## src/rtl/dma_pkg.sv

```systemverilog
package dma_pkg;
  typedef enum logic [2:0] {S_IDLE, S_LOAD, S_RD, S_WAIT, S_WR, S_STALL} dma_st_e;

  localparam logic [3:0] OFF_CTRL  = 4'd0;
  localparam logic [3:0] OFF_STAT  = 4'd1;
  localparam logic [3:0] OFF_CNT0  = 4'd2;
  localparam logic [3:0] OFF_SRC0  = 4'd4;
  localparam logic [3:0] OFF_DST0  = 4'd6;
  localparam logic [3:0] OFF_SCUR0 = 4'd8;
  localparam logic [3:0] OFF_DCUR0 = 4'd10;

  localparam int C_EN   = 0;
  localparam int C_FILL = 1;
  localparam int C_DIE  = 2;
  localparam int C_SIE  = 3;
  localparam int C_W    = 4;
endpackage

```

## src/rtl/dma_regs.sv

```systemverilog
module dma_regs
  import dma_pkg::*;
#(
  parameter int W  = 32,
  parameter int CW = 16
) (
  input  logic                 clk_i,
  input  logic                 rst_ni,
  input  logic                 wr_i,
  input  logic [3:0]           addr_i,
  input  logic [W-1:0]         wdata_i,
  output logic [W-1:0]         rdata_o,
  output logic [C_W-1:0]       ctrl_o,
  output logic [1:0][CW-1:0]   cnt_o,
  output logic [1:0][W-1:0]    src_o,
  output logic [1:0][W-1:0]    dst_o,
  output logic [1:0]           valid_o,
  output logic                 done_f_o,
  output logic                 stall_f_o,
  input  logic                 buf_done_i,
  input  logic                 stall_enter_i,
  input  logic                 idx_i,
  input  logic [1:0][W-1:0]    scur_i,
  input  logic [1:0][W-1:0]    dcur_i
);
  logic [C_W-1:0] ctrl_q;
  logic           done_q, stall_q;
  logic           stat_wr;

  assign stat_wr = wr_i && (addr_i == OFF_STAT);

  always_ff @(posedge clk_i or negedge rst_ni) begin
    if (!rst_ni) ctrl_q <= '0;
    else if (wr_i && addr_i == OFF_CTRL) ctrl_q <= wdata_i[C_W-1:0];
  end

  // event set wins over a simultaneous clear
  always_ff @(posedge clk_i or negedge rst_ni) begin
    if (!rst_ni) begin
      done_q  <= 1'b0;
      stall_q <= 1'b0;
    end else begin
      if (buf_done_i && ctrl_q[C_DIE])         done_q <= 1'b1;
      else if (stat_wr)                        done_q <= 1'b0;
      if (stall_enter_i && ctrl_q[C_SIE])      stall_q <= 1'b1;
      else if (stat_wr)                        stall_q <= 1'b0;
    end
  end

  for (genvar b = 0; b < 2; b++) begin : g_slot
    logic [CW-1:0] cnt_r;
    logic [W-1:0]  src_r, dst_r;
    logic          vld_r;
    always_ff @(posedge clk_i or negedge rst_ni) begin
      if (!rst_ni) begin
        cnt_r <= '0;
        src_r <= '0;
        dst_r <= '0;
        vld_r <= 1'b0;
      end else begin
        if (wr_i && addr_i == OFF_CNT0 + 4'(b)) begin
          cnt_r <= wdata_i[CW-1:0];
          vld_r <= 1'b1;
        end else if (buf_done_i && idx_i == 1'(b)) begin
          vld_r <= 1'b0;
        end
        if (wr_i && addr_i == OFF_SRC0 + 4'(b)) src_r <= wdata_i;
        if (wr_i && addr_i == OFF_DST0 + 4'(b)) dst_r <= wdata_i;
      end
    end
    assign cnt_o[b]   = cnt_r;
    assign src_o[b]   = src_r;
    assign dst_o[b]   = dst_r;
    assign valid_o[b] = vld_r;
  end

  always_comb begin
    rdata_o = '0;
    case (addr_i)
      OFF_CTRL:      rdata_o[C_W-1:0] = ctrl_q;
      OFF_STAT:      rdata_o[4:0] = {idx_i, valid_o, stall_q, done_q};
      OFF_CNT0:      rdata_o[CW-1:0] = cnt_o[0];
      OFF_CNT0 + 1:  rdata_o[CW-1:0] = cnt_o[1];
      OFF_SRC0:      rdata_o = src_o[0];
      OFF_SRC0 + 1:  rdata_o = src_o[1];
      OFF_DST0:      rdata_o = dst_o[0];
      OFF_DST0 + 1:  rdata_o = dst_o[1];
      OFF_SCUR0:     rdata_o = scur_i[0];
      OFF_SCUR0 + 1: rdata_o = scur_i[1];
      OFF_DCUR0:     rdata_o = dcur_i[0];
      OFF_DCUR0 + 1: rdata_o = dcur_i[1];
      default:       rdata_o = '0;
    endcase
  end

  assign ctrl_o    = ctrl_q;
  assign done_f_o  = done_q;
  assign stall_f_o = stall_q;
endmodule

```

## src/rtl/dma_engine.sv

```systemverilog
module dma_engine
  import dma_pkg::*;
#(
  parameter int W  = 32,
  parameter int CW = 16,
  localparam int NW = CW - 2
) (
  input  logic                 clk_i,
  input  logic                 rst_ni,
  input  logic                 en_i,
  input  logic                 fill_i,
  input  logic [1:0]           valid_i,
  input  logic [1:0][NW-1:0]   words_i,
  input  logic [1:0][W-1:0]    src_i,
  input  logic [1:0][W-1:0]    dst_i,
  output logic                 req_o,
  output logic                 we_o,
  output logic [W-1:0]         addr_o,
  output logic [W-1:0]         wdata_o,
  input  logic                 gnt_i,
  input  logic                 rvalid_i,
  input  logic [W-1:0]         rdata_i,
  output logic                 buf_done_o,
  output logic                 stall_enter_o,
  output logic                 idx_o,
  output logic                 fill_o,
  output logic [1:0][W-1:0]    scur_o,
  output logic [1:0][W-1:0]    dcur_o
);
  dma_st_e            st_q;
  logic               idx_q, fill_q;
  logic [NW-1:0]      left_q;
  logic [W-1:0]       data_q;
  logic [1:0][W-1:0]  scur_q, dcur_q;
  logic               last_wr, load_empty;

  function automatic logic [W-1:0] align_f(input logic [W-1:0] a, input logic f);
    return f ? {a[W-1:2], 2'b00} : a;
  endfunction

  assign req_o   = (st_q == S_RD) || (st_q == S_WR);
  assign we_o    = (st_q == S_WR);
  assign addr_o  = we_o ? dcur_q[idx_q] : scur_q[idx_q];
  assign wdata_o = data_q;

  assign last_wr    = (st_q == S_WR) && gnt_i && (left_q == NW'(1));
  assign load_empty = (st_q == S_LOAD) && valid_i[idx_q] && (words_i[idx_q] == '0);
  assign buf_done_o    = en_i && (last_wr || load_empty);
  assign stall_enter_o = en_i && (st_q == S_LOAD) && !valid_i[idx_q];

  always_ff @(posedge clk_i or negedge rst_ni) begin
    if (!rst_ni) begin
      st_q   <= S_IDLE;
      idx_q  <= 1'b0;
      fill_q <= 1'b0;
      left_q <= '0;
      data_q <= '0;
      scur_q <= '0;
      dcur_q <= '0;
    end else if (!en_i) begin
      st_q <= S_IDLE;
    end else begin
      unique case (st_q)
        S_IDLE: begin
          fill_q <= fill_i;  // configuration captured at enable rise
          idx_q  <= 1'b0;
          st_q   <= S_LOAD;
        end
        S_LOAD: begin
          if (!valid_i[idx_q]) begin
            st_q <= S_STALL;
          end else begin
            scur_q[idx_q] <= align_f(src_i[idx_q], fill_q);
            dcur_q[idx_q] <= align_f(dst_i[idx_q], fill_q);
            left_q        <= words_i[idx_q];
            if (words_i[idx_q] == '0) idx_q <= ~idx_q;
            else                      st_q  <= S_RD;
          end
        end
        S_RD:   if (gnt_i) st_q <= S_WAIT;
        S_WAIT: if (rvalid_i) begin
          data_q <= rdata_i;
          st_q   <= S_WR;
        end
        S_WR: if (gnt_i) begin
          dcur_q[idx_q] <= dcur_q[idx_q] + W'(4);
          if (!fill_q) scur_q[idx_q] <= scur_q[idx_q] + W'(4);
          left_q <= left_q - NW'(1);
          if (left_q == NW'(1)) begin
            idx_q <= ~idx_q;
            st_q  <= S_LOAD;
          end else begin
            st_q <= fill_q ? S_WR : S_RD;
          end
        end
        S_STALL: if (valid_i[idx_q]) st_q <= S_LOAD;
        default: st_q <= S_IDLE;
      endcase
    end
  end

  assign idx_o  = idx_q;
  assign fill_o = fill_q;
  assign scur_o = scur_q;
  assign dcur_o = dcur_q;
endmodule

```

## src/rtl/m2m_dma_chan.sv

```systemverilog
module m2m_dma_chan
  import dma_pkg::*;
#(
  parameter int W  = 32,
  parameter int CW = 16
) (
  input  logic         clk_i,
  input  logic         rst_ni,
  input  logic         reg_wr_i,
  input  logic [3:0]   reg_addr_i,
  input  logic [W-1:0] reg_wdata_i,
  output logic [W-1:0] reg_rdata_o,
  output logic         mem_req_o,
  output logic         mem_we_o,
  output logic [W-1:0] mem_addr_o,
  output logic [W-1:0] mem_wdata_o,
  input  logic         mem_gnt_i,
  input  logic         mem_rvalid_i,
  input  logic [W-1:0] mem_rdata_i,
  output logic         done_irq_o,
  output logic         stall_irq_o
);
  localparam int NW = CW - 2;

  logic [C_W-1:0]      ctrl;
  logic [1:0][CW-1:0]  cnt;
  logic [1:0][NW-1:0]  words;
  logic [1:0][W-1:0]   src, dst, scur, dcur;
  logic [1:0]          valid;
  logic                buf_done, stall_enter, idx, fill_act;
  logic                enable, done_ie, stall_ie;

  assign enable   = ctrl[C_EN];
  assign done_ie  = ctrl[C_DIE];
  assign stall_ie = ctrl[C_SIE];

  for (genvar b = 0; b < 2; b++) begin : g_words
    assign words[b] = cnt[b][CW-1:2];
  end

  dma_regs #(.W(W), .CW(CW)) u_regs (
    .clk_i, .rst_ni,
    .wr_i(reg_wr_i), .addr_i(reg_addr_i), .wdata_i(reg_wdata_i), .rdata_o(reg_rdata_o),
    .ctrl_o(ctrl), .cnt_o(cnt), .src_o(src), .dst_o(dst), .valid_o(valid),
    .done_f_o(done_irq_o), .stall_f_o(stall_irq_o),
    .buf_done_i(buf_done), .stall_enter_i(stall_enter), .idx_i(idx),
    .scur_i(scur), .dcur_i(dcur)
  );

  dma_engine #(.W(W), .CW(CW)) u_eng (
    .clk_i, .rst_ni,
    .en_i(enable), .fill_i(ctrl[C_FILL]), .valid_i(valid), .words_i(words),
    .src_i(src), .dst_i(dst),
    .req_o(mem_req_o), .we_o(mem_we_o), .addr_o(mem_addr_o), .wdata_o(mem_wdata_o),
    .gnt_i(mem_gnt_i), .rvalid_i(mem_rvalid_i), .rdata_i(mem_rdata_i),
    .buf_done_o(buf_done), .stall_enter_o(stall_enter), .idx_o(idx), .fill_o(fill_act),
    .scur_o(scur), .dcur_o(dcur)
  );
endmodule

```

## config.mk

```make
export PLATFORM = sky130hd
export DESIGN_NAME = m2m_dma_chan
export DESIGN_NICKNAME = d
export VERILOG_FILES = /design/src/rtl/dma_pkg.sv /design/src/rtl/dma_regs.sv /design/src/rtl/dma_engine.sv /design/src/rtl/m2m_dma_chan.sv
export SDC_FILE = /design/constraint.sdc
export NUM_CORES = 1
export LEC_CHECK = 0
export CAP_MARGIN = 20
export CORE_MARGIN = 1
export CORE_UTILIZATION = 52
export DETAILED_ROUTE_END_ITERATION = 8
export HOLD_SLACK_MARGIN = 0.06
export MAX_ROUTING_LAYER = met4
export PLACE_DENSITY = 0.69
export SLEW_MARGIN = 20
export SYNTH_ARGS = -nofsm -noshare
export SYNTH_HDL_FRONTEND = slang
export SYNTH_SLANG_ARGS = --single-unit
```

## constraint.sdc

```tcl
create_clock -name clk_i -period 7.1 [get_ports clk_i]
set_input_delay 1.42 -clock clk_i [delete_from_list [all_inputs] [get_ports clk_i]]
set_output_delay 1.42 -clock clk_i [all_outputs]
set_load 0.01 [all_outputs]
```

==> summary.txt <==
Yosys
  – Primary FF master, synth: dfrtp_1
  – Count of cell types in the netlist: 76
  – Compound-Gate Fraction of Synth Area: between 20% and 30%
  – Syn Std Cell Area: roughly 19000 um^2
  – Adder-Cell Fraction of Synth Area: less than 1%
  – Avg Synthesized Cell Area: between 10 and 15 um^2
  – Register area share after synthesis: ~45%
  – Ys Warns: 0
  – Number of synthesized register bits: between 300 and 400
  – Multiplexer share of the synthesized area: 17.0%
  – Syn Nets: roughly 2000
  – Post-synthesis simple-gate area fraction: between 10% and 20%
  – XOR/XNOR Fraction of Synth Area: 1.63%
  – Post-synth EDFFs: 0
  – Post-synthesis async set-or-reset flop share: 100%
  – Largest family of logic cells by synthesized area: compound AO/OA/AOI/OAI gates
  – Syn Inst Count: about 1900

STA
  – Worst setup margin: ~1.2 ns
  – Hold Fails Final Rpt: 0
  – Final setup fails: 0
  – Slew Limit Fails: 0
  – Post-Route Setup TNS: 0 ns
  – Max-slew headroom: approximately a fifth
  – Fmax: approximately 170 MHz
  – Worst slew pin tran: approximately 1.2 ns
  – Post-route minimum period: just under 6 ns
  – RSZ-0062 raised after global routing: no
  – Final hold slack: roughly 0.50 ns
  – Fin crit share: 82.6%
  – Worst Clk Skew: around 0.024 ns

Route
  – Via density: 6.81
  – Drt pass-1 iters: 6
  – Post-route antenna net violation count: 0
  – Avg WL per Cell: about 26 um
  – Final wirelength: approximately 65 mm
  – DRC: 0
  – DRT iter0 DRCs: around 1900
  – Total number of vias: approximately 17000

Critical path
  – Crit path capture type: output port
  – CP dominant cell by count: clkdlybuf4s50_1
  – Crit path max-delay cell type: clkdlybuf4s50_1
  – Buf+Inv Stages, Crit Path: 3
  – Critical Path, Cell by Cell: clkdlybuf4s50_1, nor2_1, and2_1, buf_4, a221oi_1, a31oi_1, clkdlybuf4s50_1
  – CP Depth: 7
  – CP endpoint: reg_rdata_o[15]
  – CP arrival: ~4.4 ns
  – FF-to-FF End: u_eng.dcur_o[62]$_DFFE_PN0P_
  – Crit Path Max Fanout: 32
  – Startpoint types: input port
  – Critical path data required time: approximately 5.7 ns
  – CP peak stage delay: 0.70 ns
  – Crit. Startpoint: reg_addr_i[1]
  – Reg2reg start: u_eng.idx_o$_DFFE_PN0P_
  – Crit path max-delay family: buffers and inverters
  – Worst r2r path cells: 9
  – WS Path Type: in -> out
  – Worst R2R Setup Slack: ~2.7 ns

Place
  – Detailed Place HPWL: around 42 mm
  – Dpl ws: ~1.3 ns
  – I/O Buffers: 172
  – Gpl congestion: 0.926

Power and ir drop
  – Static leakage: slightly above 9 nW
  – Pwr Total: between 8 and 9 mW
  – Worst VDD drop: between 0.2 and 0.25 mV
  – Pwr/cell area: around 350 nW/um^2

Clock tree
  – Post_cts resized: 0
  – Worst skew pair latency: between 0.5 and 0.6 ns
  – Max clock buf depth: 3
  – CTS tree: done
  – CTS Buf Count: 39
  – # clock sinks: between 300 and 400
  – Post-CTS Setup Bufs: 0
  – H-tree levels: 2
  – Clk root buf: clkbuf_16
  – Worst-path clk slew: roughly 0.06 ns
  – CTS Hold Bufs: 0

Global route
  – Initial antenna violation count: 0
  – All-Layer GR Usage: 35.2%
  – Largest net degree at the start of global routing: around 170
  – Met3 usage: between 7 and 8%
  – Number of global-route vias before repair: 16990
  – Overflow after GRT: 0
  – Grt met2 use: between 50% and 60%
  – Layer with the highest usage: met2
  – First-pass GRT wire length: between 100 and 150 mm
  – GRT met1 Usage: a little under half

Min path
  – Worst Hold Class: reg -> reg

Final layout
  – Post-layout nets: 2112
  – Ant diodes: 0
  – Synth-to-Final Area Change: 18.1%
  – Fraction of layout cells with a size suffix above 1: about 18%

Flow run
  – Max_cap viols: 0

Die
  – I/O pin cnt: approximately 170
  – Initial Utilization: a little over half
  – Die height: ~200 um
  – Die W: 195 um
  – Die area: 38100 um^2
  – FP Rows: 70
  – Core area: 36700 um^2

Run status
  – Status: finished, final reports clean
## layer usage
layer  vias up  wire (um)
met5         -          0
met3       235       6590
met1      8420      25900
met2      1076      29600
met4         0       3010
li1       7474          -
## cell usage after synthesis, types with 17 or more instances
cell	number	area, um^2
a22o_1	30	263
nor2_1	130	488
a31oi_1	40	250
a41oi_1	17	149
o211ai_1	18	135
mux2i_1	51	510
o21ai_0	74	370
a221oi_1	33	289
buf_1	29	109
inv_1	21	78.8
and3_1	17	106
clkbuf_1	88	330
buf_2	19	95.1
xnor2_1	20	175
nand4_1	18	113
a22oi_1	95	713
nand3_1	67	335
nand2_1	150	563
dfrtp_1	347	8680
a21oi_1	174	871
nand3b_1	25	188
mux2_2	215	2420
nor3_1	19	95.1
## metrics by stage
stage / cells / area (um^2) / utilization [%]
2_1_floorplan: 1915 / 19400 / -
3_3_place_gp: 2458 / 21500 / 58.7
3_5_place_dp: 2458 / 21500 / 58.7
4_1_cts: 2527 / 22900 / 62.5
5_1_grt: 2527 / 22900 / 62.5
6_report: 2527 / 22900 / 62.5
## layout by cell type (no fill, tap or decap), drive strengths merged, types with 9 or more instances in the layout
cell type,count
nand2,151
o21a,9
and2,13
clkbuf,49
mux2i,51
o21ai,76
dfrtp,347
mux4,16
a31oi,40
nand2b,9
a21oi,174
clkdlybuf4s50,171
a22oi,95
nor3,21
nand3,68
xnor2,20
xor2,16
a221oi,35
mux2,215
a41oi,17
nor2b,10
and3,17
o211ai,19
a22o,30
nand3b,25
nand4,18
nor2,130
inv,23
buf,46
o22a,14
## report_power, final
part	switching (mW)	internal, mW	leakage [nW]
combinational	1.28	1.22	4.14
clock	0.855	1.35	0.672
sequential	0.772	2.57	4.27
total	2.91	5.15	9.08
## layout make-up
cell class | instances | area [um^2]
Clock buffer | 49 | 1060
Clock inverter | 20 | 312
Fill cell | 2995 | 13800
Inverter | 22 | 85.1
Multi-Input combinational cell | 1404 | 10100
Sequential cell | 347 | 8690
Tap cell | 468 | 586
Timing Repair Buffer | 217 | 2110
## flip-flops by register name, indices dropped and copies added (netlist names), 2 cells and up
signal / cells
u_eng.dcur_o: 64
u_eng.left_q: 14
u_eng.scur_o: 64
u_eng.st_q: 3
u_eng.wdata_o: 32
u_regs.ctrl_o: 4
u_regs.g_slot.cnt_r: 32
u_regs.g_slot.dst_r: 64
u_regs.g_slot.src_r: 64
u_regs.g_slot.vld_r: 2
## cell families after synthesis
| family | count (synthesis) |
|---|---|
| buffers and inverters | 164 |
| and+or+nand+nor | 498 |
| xor gates and xnor gates | 36 |
| DFF | 347 |
| muxes | 282 |
| AOI/OAI and AO/OA | 580 |
| adders and majority gates | 8 |
## how the worst min path moves through the flow
stage                                   from                             to  slack [ns]  cells past startpoint
6_report       u_eng.wdata_o[25]$_DFFE_PN0P_  u_eng.wdata_o[25]$_DFFE_PN0P_        0.50                      1
5_1_grt         u_eng.wdata_o[8]$_DFFE_PN0P_   u_eng.wdata_o[8]$_DFFE_PN0P_        0.52                      1
2_1_floorplan   u_eng.left_q[12]$_DFFE_PN0N_   u_eng.left_q[12]$_DFFE_PN0N_        0.46                      1
3_5_place_dp    u_eng.left_q[12]$_DFFE_PN0N_   u_eng.left_q[12]$_DFFE_PN0N_        0.48                      1
4_1_cts         u_eng.left_q[12]$_DFFE_PN0N_   u_eng.left_q[12]$_DFFE_PN0N_        0.50                      1
3_3_place_gp    u_eng.left_q[12]$_DFFE_PN0N_   u_eng.left_q[12]$_DFFE_PN0N_        0.48                      1
Note: power is estimated with default switching activity, not from simulation.
